[src/rtl/exc_dispatch_pkg.sv]
package exc_dispatch_pkg;

  // Status word field positions (the core decodes these)
  localparam int PS_ILVL_LSB = 0;
  localparam int PS_ILVL_W   = 4;
  localparam int PS_EXCM_BIT = 4;
  localparam int PS_UM_BIT   = 5;

  localparam int NUM_VEC = 4;

  typedef enum logic [1:0] {
    VEC_KERNEL = 2'd0,
    VEC_USER   = 2'd1,
    VEC_DOUBLE = 2'd2,
    VEC_DEBUG  = 2'd3
  } vec_e;

  typedef enum logic [1:0] {
    ASRC_NONE  = 2'd0,
    ASRC_FETCH = 2'd1,
    ASRC_DATA  = 2'd2,
    ASRC_RSVD  = 2'd3
  } addr_src_e;

  typedef enum logic [1:0] {
    ACT_IDLE    = 2'd0,
    ACT_GENERAL = 2'd1,
    ACT_DEBUG   = 2'd2
  } act_e;

  typedef struct packed {
    act_e act;
    vec_e vec;
    logic pc_to_depc;
  } route_t;

endpackage

[src/rtl/exc_dbg_gate.sv]
module exc_dbg_gate #(
  parameter int DEBUG_LEVEL = 6,
  parameter int ILVL_W      = 4
) (
  input  logic              dbg_req,
  input  logic [ILVL_W-1:0] cur_ilvl,
  output logic              dbg_take
);
  localparam logic [ILVL_W-1:0] LVL_LIMIT = ILVL_W'(DEBUG_LEVEL);

  // strictly-below comparison: equal level masks the event
  always_comb begin
    dbg_take = dbg_req && (cur_ilvl < LVL_LIMIT);
  end
endmodule

[src/rtl/exc_route.sv]
module exc_route
  import exc_dispatch_pkg::*;
#(
  parameter int XLEN        = 32,
  parameter int DEBUG_LEVEL = 6,
  parameter bit HAS_DEPC    = 1'b1
) (
  input  logic            exc_req,
  input  logic            dbg_take,
  input  logic [XLEN-1:0] ps_cur,
  output route_t          route,
  output logic [XLEN-1:0] ps_next
);
  localparam logic [PS_ILVL_W-1:0] DBG_LVL_V = PS_ILVL_W'(DEBUG_LEVEL);

  logic in_exc;
  logic user_mode;

  assign in_exc    = ps_cur[PS_EXCM_BIT];
  assign user_mode = ps_cur[PS_UM_BIT];

  always_comb begin
    route.act        = ACT_IDLE;
    route.vec        = VEC_KERNEL;
    route.pc_to_depc = 1'b0;
    ps_next          = ps_cur;

    if (dbg_take) begin
      route.act = ACT_DEBUG;
      route.vec = VEC_DEBUG;
      ps_next[PS_ILVL_LSB +: PS_ILVL_W] = DBG_LVL_V;
      ps_next[PS_EXCM_BIT] = 1'b1;
    end else if (exc_req) begin
      route.act = ACT_GENERAL;
      if (in_exc) begin
        route.vec        = VEC_DOUBLE;
        route.pc_to_depc = HAS_DEPC;
      end else if (user_mode) begin
        route.vec = VEC_USER;
      end else begin
        route.vec = VEC_KERNEL;
      end
      ps_next[PS_EXCM_BIT] = 1'b1;
    end
  end
endmodule

[src/rtl/exc_sreg_bank.sv]
module exc_sreg_bank
  import exc_dispatch_pkg::*;
#(
  parameter int XLEN        = 32,
  parameter int DEBUG_LEVEL = 6,
  parameter int CAUSE_W     = 6,
  parameter int DCAUSE_W    = 6
) (
  input  logic                            clk,
  input  logic                            rst_n,
  input  route_t                          route,
  input  logic [XLEN-1:0]                 ps_next,
  input  logic [XLEN-1:0]                 ps_cur,
  input  logic [XLEN-1:0]                 pc,
  input  logic [CAUSE_W-1:0]              cause,
  input  logic [DCAUSE_W-1:0]             dcause,
  input  logic [1:0]                      addr_src,
  input  logic [XLEN-1:0]                 fetch_addr,
  input  logic [XLEN-1:0]                 data_addr,
  output logic                            vec_valid,
  output logic [NUM_VEC-1:0]              vec_sel,
  output logic [XLEN-1:0]                 ps_q,
  output logic [DEBUG_LEVEL*XLEN-1:0]     epc_flat,
  output logic [XLEN-1:0]                 depc_q,
  output logic [(DEBUG_LEVEL-1)*XLEN-1:0] eps_flat,
  output logic [CAUSE_W-1:0]              cause_q,
  output logic [XLEN-1:0]                 vaddr_q,
  output logic [DCAUSE_W-1:0]             dcause_q
);
  logic is_gen;
  logic is_dbg;

  assign is_gen = (route.act == ACT_GENERAL);
  assign is_dbg = (route.act == ACT_DEBUG);

  // vector pulse and status word
  always_ff @(posedge clk or negedge rst_n) begin
    if (!rst_n) begin
      vec_valid <= 1'b0;
      vec_sel   <= '0;
      ps_q      <= '0;
    end else begin
      vec_valid <= is_gen || is_dbg;
      vec_sel   <= (is_gen || is_dbg) ? (NUM_VEC'(1) << route.vec) : '0;
      if (is_gen || is_dbg) begin
        ps_q <= ps_next;
      end
    end
  end

  // general-exception records
  always_ff @(posedge clk or negedge rst_n) begin
    if (!rst_n) begin
      cause_q <= '0;
      vaddr_q <= '0;
      depc_q  <= '0;
    end else if (is_gen) begin
      cause_q <= cause;
      if (route.pc_to_depc) begin
        depc_q <= pc;
      end
      case (addr_src)
        ASRC_FETCH: vaddr_q <= fetch_addr;
        ASRC_DATA:  vaddr_q <= data_addr;
        default:    vaddr_q <= vaddr_q;
      endcase
    end
  end

  // debug cause
  always_ff @(posedge clk or negedge rst_n) begin
    if (!rst_n) begin
      dcause_q <= '0;
    end else if (is_dbg) begin
      dcause_q <= dcause;
    end
  end

  // EPC slots 1..DEBUG_LEVEL
  for (genvar k = 1; k <= DEBUG_LEVEL; k++) begin : g_epc
    logic [XLEN-1:0] slot_q;
    logic            wr_gen;
    logic            wr_dbg;
    assign wr_gen = is_gen && (k == 1) && !route.pc_to_depc;
    assign wr_dbg = is_dbg && (k == DEBUG_LEVEL);
    always_ff @(posedge clk or negedge rst_n) begin
      if (!rst_n) begin
        slot_q <= '0;
      end else if (wr_gen || wr_dbg) begin
        slot_q <= pc;
      end
    end
    assign epc_flat[k*XLEN-1 -: XLEN] = slot_q;
  end

  // EPS slots 2..DEBUG_LEVEL
  for (genvar k = 2; k <= DEBUG_LEVEL; k++) begin : g_eps
    logic [XLEN-1:0] slot_q;
    logic            wr_dbg;
    assign wr_dbg = is_dbg && (k == DEBUG_LEVEL);
    always_ff @(posedge clk or negedge rst_n) begin
      if (!rst_n) begin
        slot_q <= '0;
      end else if (wr_dbg) begin
        slot_q <= ps_cur;
      end
    end
    assign eps_flat[(k-1)*XLEN-1 -: XLEN] = slot_q;
  end
endmodule

[src/rtl/exc_vector_dispatch.sv]
module exc_vector_dispatch
  import exc_dispatch_pkg::*;
#(
  parameter int XLEN        = 32,
  parameter int DEBUG_LEVEL = 6,
  parameter int CAUSE_W     = 6,
  parameter int DCAUSE_W    = 6,
  parameter bit HAS_DEPC    = 1'b1
) (
  input  logic                            clk,
  input  logic                            rst_n,
  input  logic [XLEN-1:0]                 cur_pc,
  input  logic [XLEN-1:0]                 ps_in,
  input  logic                            exc_valid,
  input  logic [CAUSE_W-1:0]              exc_cause_i,
  input  logic [1:0]                      exc_addr_src,
  input  logic [XLEN-1:0]                 fetch_addr,
  input  logic [XLEN-1:0]                 data_addr,
  input  logic                            dbg_valid,
  input  logic [DCAUSE_W-1:0]             dbg_cause_i,
  output logic                            vec_valid,
  output logic [3:0]                      vec_sel,
  output logic [XLEN-1:0]                 ps_out,
  output logic [DEBUG_LEVEL*XLEN-1:0]     epc_o,
  output logic [XLEN-1:0]                 depc_o,
  output logic [(DEBUG_LEVEL-1)*XLEN-1:0] eps_o,
  output logic [CAUSE_W-1:0]              exccause_o,
  output logic [XLEN-1:0]                 excvaddr_o,
  output logic [DCAUSE_W-1:0]             debugcause_o
);
  logic            dbg_take;
  route_t          route;
  logic [XLEN-1:0] ps_next;

  exc_dbg_gate #(
    .DEBUG_LEVEL(DEBUG_LEVEL),
    .ILVL_W     (PS_ILVL_W)
  ) u_gate (
    .dbg_req (dbg_valid),
    .cur_ilvl(ps_in[PS_ILVL_LSB +: PS_ILVL_W]),
    .dbg_take(dbg_take)
  );

  exc_route #(
    .XLEN       (XLEN),
    .DEBUG_LEVEL(DEBUG_LEVEL),
    .HAS_DEPC   (HAS_DEPC)
  ) u_route (
    .exc_req (exc_valid),
    .dbg_take(dbg_take),
    .ps_cur  (ps_in),
    .route   (route),
    .ps_next (ps_next)
  );

  exc_sreg_bank #(
    .XLEN       (XLEN),
    .DEBUG_LEVEL(DEBUG_LEVEL),
    .CAUSE_W    (CAUSE_W),
    .DCAUSE_W   (DCAUSE_W)
  ) u_bank (
    .clk       (clk),
    .rst_n     (rst_n),
    .route     (route),
    .ps_next   (ps_next),
    .ps_cur    (ps_in),
    .pc        (cur_pc),
    .cause     (exc_cause_i),
    .dcause    (dbg_cause_i),
    .addr_src  (exc_addr_src),
    .fetch_addr(fetch_addr),
    .data_addr (data_addr),
    .vec_valid (vec_valid),
    .vec_sel   (vec_sel),
    .ps_q      (ps_out),
    .epc_flat  (epc_o),
    .depc_q    (depc_o),
    .eps_flat  (eps_o),
    .cause_q   (exccause_o),
    .vaddr_q   (excvaddr_o),
    .dcause_q  (debugcause_o)
  );
endmodule

[config.mk]
export PLATFORM = sky130hd
export DESIGN_NAME = exc_vector_dispatch
export DESIGN_NICKNAME = d
export VERILOG_FILES = /design/src/rtl/exc_dispatch_pkg.sv /design/src/rtl/exc_dbg_gate.sv /design/src/rtl/exc_route.sv /design/src/rtl/exc_sreg_bank.sv /design/src/rtl/exc_vector_dispatch.sv
export SDC_FILE = /design/constraint.sdc
export NUM_CORES = 1
export LEC_CHECK = 0
export BUFFER_PORTS_ARGS = -buffer_cell sky130_fd_sc_hd__buf_2
export CORE_AREA = 10 10 229 231
export DETAILED_ROUTE_END_ITERATION = 10
export DIE_AREA = 0 0 239 241
export PLACE_DENSITY = 0.52
export SYNTH_ARGS = -nofsm -noshare
export SYNTH_HDL_FRONTEND = slang
export SYNTH_SLANG_ARGS = --single-unit
[constraint.sdc]
create_clock -name clk -period 1 [get_ports clk]
set_input_delay 0.1 -clock clk [delete_from_list [all_inputs] [get_ports clk]]
set_output_delay 0.1 -clock clk [all_outputs]
set_load 0.02 [all_outputs]
==> summary.md <==
| Metric | Value |
|---|---|
| Number of distinct library cells after synthesis | 25 |
| # nets final | 1520 |
| Endpoint kind of the worst setup timing path | output port |
| Number of top-level pins | 611 |
| Internal reg-to-reg setup slack | -0.03 ns |
| First-pass GRT wire length | 50690 um |
| Largest delay share family, worst path | flip-flops |
| Max Clock Freq | 814.4 MHz |
| Maximum root-to-sink buffer count | 3 |
| Wire length per cell after detailed routing | 17.28 um |
| Clock Latency Late Sink | 0.54 ns |
| Via count of the first global-routing pass | 8247 |
| Reg-to-reg critical path startpoint | u_bank.depc_q[0]$_DFFE_PN0P_ |
| Commonest non-fill, non-tap cell in the layout | sky130_fd_sc_hd__conb_1 |
| Total stage count of the critical path | 1 |
| Initial cell density of the core | 21.53% |
| Number of synthesis warnings | 0 |
| Global-route usage over all layers | 11.19% |
| Die footprint | 57600 um2 |
| Cells along the critical path | buf_6 |
| Cell area power density | 1870 nW/um2 |
| CTS clock-pin slew for the worst setup and hold paths | 0.06 ns |
| Number of failing hold endpoints at the final stage | 0 |
| Final std cell area, no fill | 16570 um2 |
| Setup-failing EPs final | 219 |
| Placed wire-length estimate | 25220 um |
| Worst setup timing slack at the placement stage | -0.4873 ns |
| Fraction of layout instances using a drive strength above 1 | 53.74% |
| Clock tree from TritonCTS | built |
| Most frequent cells in the layout | 256 x sky130_fd_sc_hd__conb_1, 215 x sky130_fd_sc_hd__buf_6, 206 x sky130_fd_sc_hd__dfrtp_1, 144 x sky130_fd_sc_hd__buf_2, 143 x sky130_fd_sc_hd__dlygate4sd3_1 |
| Count of buffers from port buffering | 354 |
| Fill cell instance count of the final layout | 4534 |
| Critical-path cell with the highest stage delay | sky130_fd_sc_hd__dfrtp_2 |
| Area growth syn-to-layout | 61.94% |
| Summed instance area of the synthesized netlist | 10230 um2 |
| Post-Syn Area per Cell | 13.61 um2 |
| Via count | 7167 |
| Register area share after synthesis | 51.10% |
| Post-synthesis cell count | 752 |
| Initial DRC count | 147 |
| CTS root buffer | sky130_fd_sc_hd__clkbuf_16 |
| Maximum number of pins on one net before global-route repair | 43 |
| Worst supply voltage drop on vdd | 1419 uV |
| Row cnt | 80 |
| Biggest cell delay along the critical path | 0.44 ns |
| DRT Pass-1 Iters | 4 |
| Die H | 241 um |
| Final critical-path setup slack | -0.2279 ns |
| Origin of the worst setup path | u_bank.g_eps[6].slot_q[4]$_DFFE_PN0N_ |
| Clock Sink Count | 209 |
| Power, Total | 30.99 mW |
| Minimum clock period | 1.228 ns |
| Min-delay worst type | input port to async pin |
| Fraction of the cycle the final worst path needs | 122.8% |
| Max Slew Vio Count | 0 |
| Required @ worst endpoint | 0.90 ns |
| Core Box Area | 47550 um2 |
| Global placer's final weighted congestion | 0.7984 |
| Maximum capacitance violations | 0 |
| Detailed Route WL | 34720 um |
| Failing checks | negative setup slack |
| Max Clock Skew | 0 ns |
| Static leakage | 8.104 nW |
| Class of the most critical setup path | flip-flop to output port |
| Number of synthesized register bits | 209 |
| Startpoint types | flip-flop |
| R2R depth | 3 |
| Endpoint arrival time on the critical path | 1.13 ns |
| Drt drc | 0 |
| Worst setup path endpoint | eps_o[132] |
| RSZ-0062 raised after global routing | yes |
| Critical R2R Capture | u_bank.depc_q[0]$_DFFE_PN0P_ |
| Num CTS Buffers | 25 |
| Outcome | complete, but fails checks |
| Maximum fanout encountered on the critical timing path | 2 |
| Horizontal die dimension | 239 um |
| # H-tree levels | 1 |
| Via density per instance | 3.567 |
| Placed instance area | 12360 um2 |
| Number of buffers and inverters on the critical path | 1 |
| Number of antenna violations at the first check in global routing | 5 |
| Sum of overflow across all layers after global routing | 0 |
| Remaining antenna violation count after routing | 0 |
==> logic make-up (layout without fill, tap and decap cells) <==
group	after synthesis	in the layout	synth area share, %
AOI/OAI and AO/OA	8	8	0.8802
buffers and inverters	286	669	21.32
other	1	260	0.03664
adders and majority gates	1	1	0.1222
and+or+nand+nor	16	16	0.9412
muxes	231	231	25.60
DFF	209	209	51.10
==> power by group <==
| part | switching, mW | internal (mW) | total [mW] |
|---|---|---|---|
| combinational | 5.10 | 5.78 | 10.9 |
| sequential | 1.13 | 9.93 | 11.1 |
| clock | 3.65 | 5.40 | 9.05 |
| total | 9.88 | 21.1 | 31.0 |
==> area by class of cell <==
class | instances | area, um2 | share of cell area, %
repair buffers | 621 | 5623 | 33.92
flip-flops and latches | 209 | 5234 | 31.58
multi-input cells | 512 | 4098 | 24.72
well taps | 615 | 769.5 | 4.643
clock buffers | 38 | 744.5 | 4.492
clock inverters | 6 | 76.32 | 0.4605
inverters | 4 | 20.02 | 0.1208
diodes | 4 | 10.01 | 0.06039
==> stage by stage <==
| step | instances | util, % | setup TNS, ns | hold slack (ns) |
|---|---|---|---|---|
| floorplan | 1007 | - | -29.43 | -0.1956 |
| global placement | 1735 | 25.99 | -73.41 | 0.05461 |
| detailed placement | 1735 | 25.99 | -76.26 | 0.05424 |
| CTS | 1974 | 34.30 | -44.94 | 0.01817 |
| global route | 2006 | 34.84 | -46.01 | 0.04411 |
| finish | 2009 | 34.86 | -35.68 | 0.06052 |
==> repair_timing <==
| action | CTS | global route |
|---|---|---|
| pin swaps | 0 | 0 |
| gates resized for setup | 421 | 6 |
| gates cloned | 0 | 0 |
| hold buffers | 143 | 0 |
| hold endpoints to repair | 413 | 0 |
| buffers inserted | 52 | 31 |
| setup endpoints to repair | 209 | 209 |
==> flip-flops by register name (all words and copies together), names as in the netlist <==
signal	count
u_bank.ps_q	32
u_bank.vec_valid	1
u_bank.g_eps.slot_q	32
u_bank.vec_sel	4
u_bank.depc_q	32
u_bank.vaddr_q	32
u_bank.dcause_q	6
u_bank.g_epc.slot_q	64
u_bank.cause_q	6
==> routing by layer <==
layer	global-route usage (%)	up-vias	wire length (um)
li1	-	3257	-
met1	10.69	3508	11480
met2	20.54	348	18200
met3	5.669	52	4037
met4	3.569	2	995
met5	0	-	8
==> worst min path at each step <==
stage	from	to	cells past startpoint
after global routing	ps_in[3]	u_bank.g_eps[6].slot_q[2]$_DFFE_PN0N_	4
final	rst_n	u_bank.ps_q[13]$_DFFE_PN0P_	2
after detailed placement	rst_n	u_bank.ps_q[13]$_DFFE_PN0P_	1
after floorplan	rst_n	u_bank.cause_q[0]$_DFFE_PN0N_	0
after CTS	rst_n	u_bank.g_eps[6].slot_q[13]$_DFFE_PN0N_	2
after global placement	rst_n	u_bank.ps_q[13]$_DFFE_PN0P_	1
==> cells in the mapped netlist <==
| library cell | number | share of area [%] |
|---|---|---|
| sky130_fd_sc_hd__nor3_1 | 1 | 0.049 |
| sky130_fd_sc_hd__nand2_1 | 3 | 0.11 |
| sky130_fd_sc_hd__buf_4 | 260 | 19 |
| sky130_fd_sc_hd__clkbuf_1 | 1 | 0.037 |
| sky130_fd_sc_hd__a21oi_1 | 1 | 0.049 |
| sky130_fd_sc_hd__inv_1 | 4 | 0.15 |
| sky130_fd_sc_hd__nor2_1 | 3 | 0.11 |
| sky130_fd_sc_hd__nand2_4 | 2 | 0.22 |
| sky130_fd_sc_hd__buf_2 | 4 | 0.20 |
| sky130_fd_sc_hd__a2bb2oi_1 | 1 | 0.086 |
| sky130_fd_sc_hd__and2_1 | 2 | 0.12 |
| sky130_fd_sc_hd__mux2_4 | 6 | 0.88 |
| sky130_fd_sc_hd__a22o_1 | 1 | 0.086 |
| sky130_fd_sc_hd__a21oi_2 | 1 | 0.086 |
| sky130_fd_sc_hd__mux2i_1 | 3 | 0.29 |
| sky130_fd_sc_hd__buf_6 | 17 | 1.9 |
| sky130_fd_sc_hd__dfrtp_1 | 209 | 51 |
| sky130_fd_sc_hd__nand2b_1 | 4 | 0.24 |
| sky130_fd_sc_hd__mux2_1 | 21 | 2.3 |
| sky130_fd_sc_hd__mux2_2 | 201 | 22 |
| sky130_fd_sc_hd__nor2b_2 | 1 | 0.086 |
| sky130_fd_sc_hd__ha_1 | 1 | 0.12 |
| sky130_fd_sc_hd__conb_1 | 1 | 0.037 |
| sky130_fd_sc_hd__a21oi_4 | 3 | 0.48 |
| sky130_fd_sc_hd__a21bo_2 | 1 | 0.098 |
(Power assumes the default switching activity.)
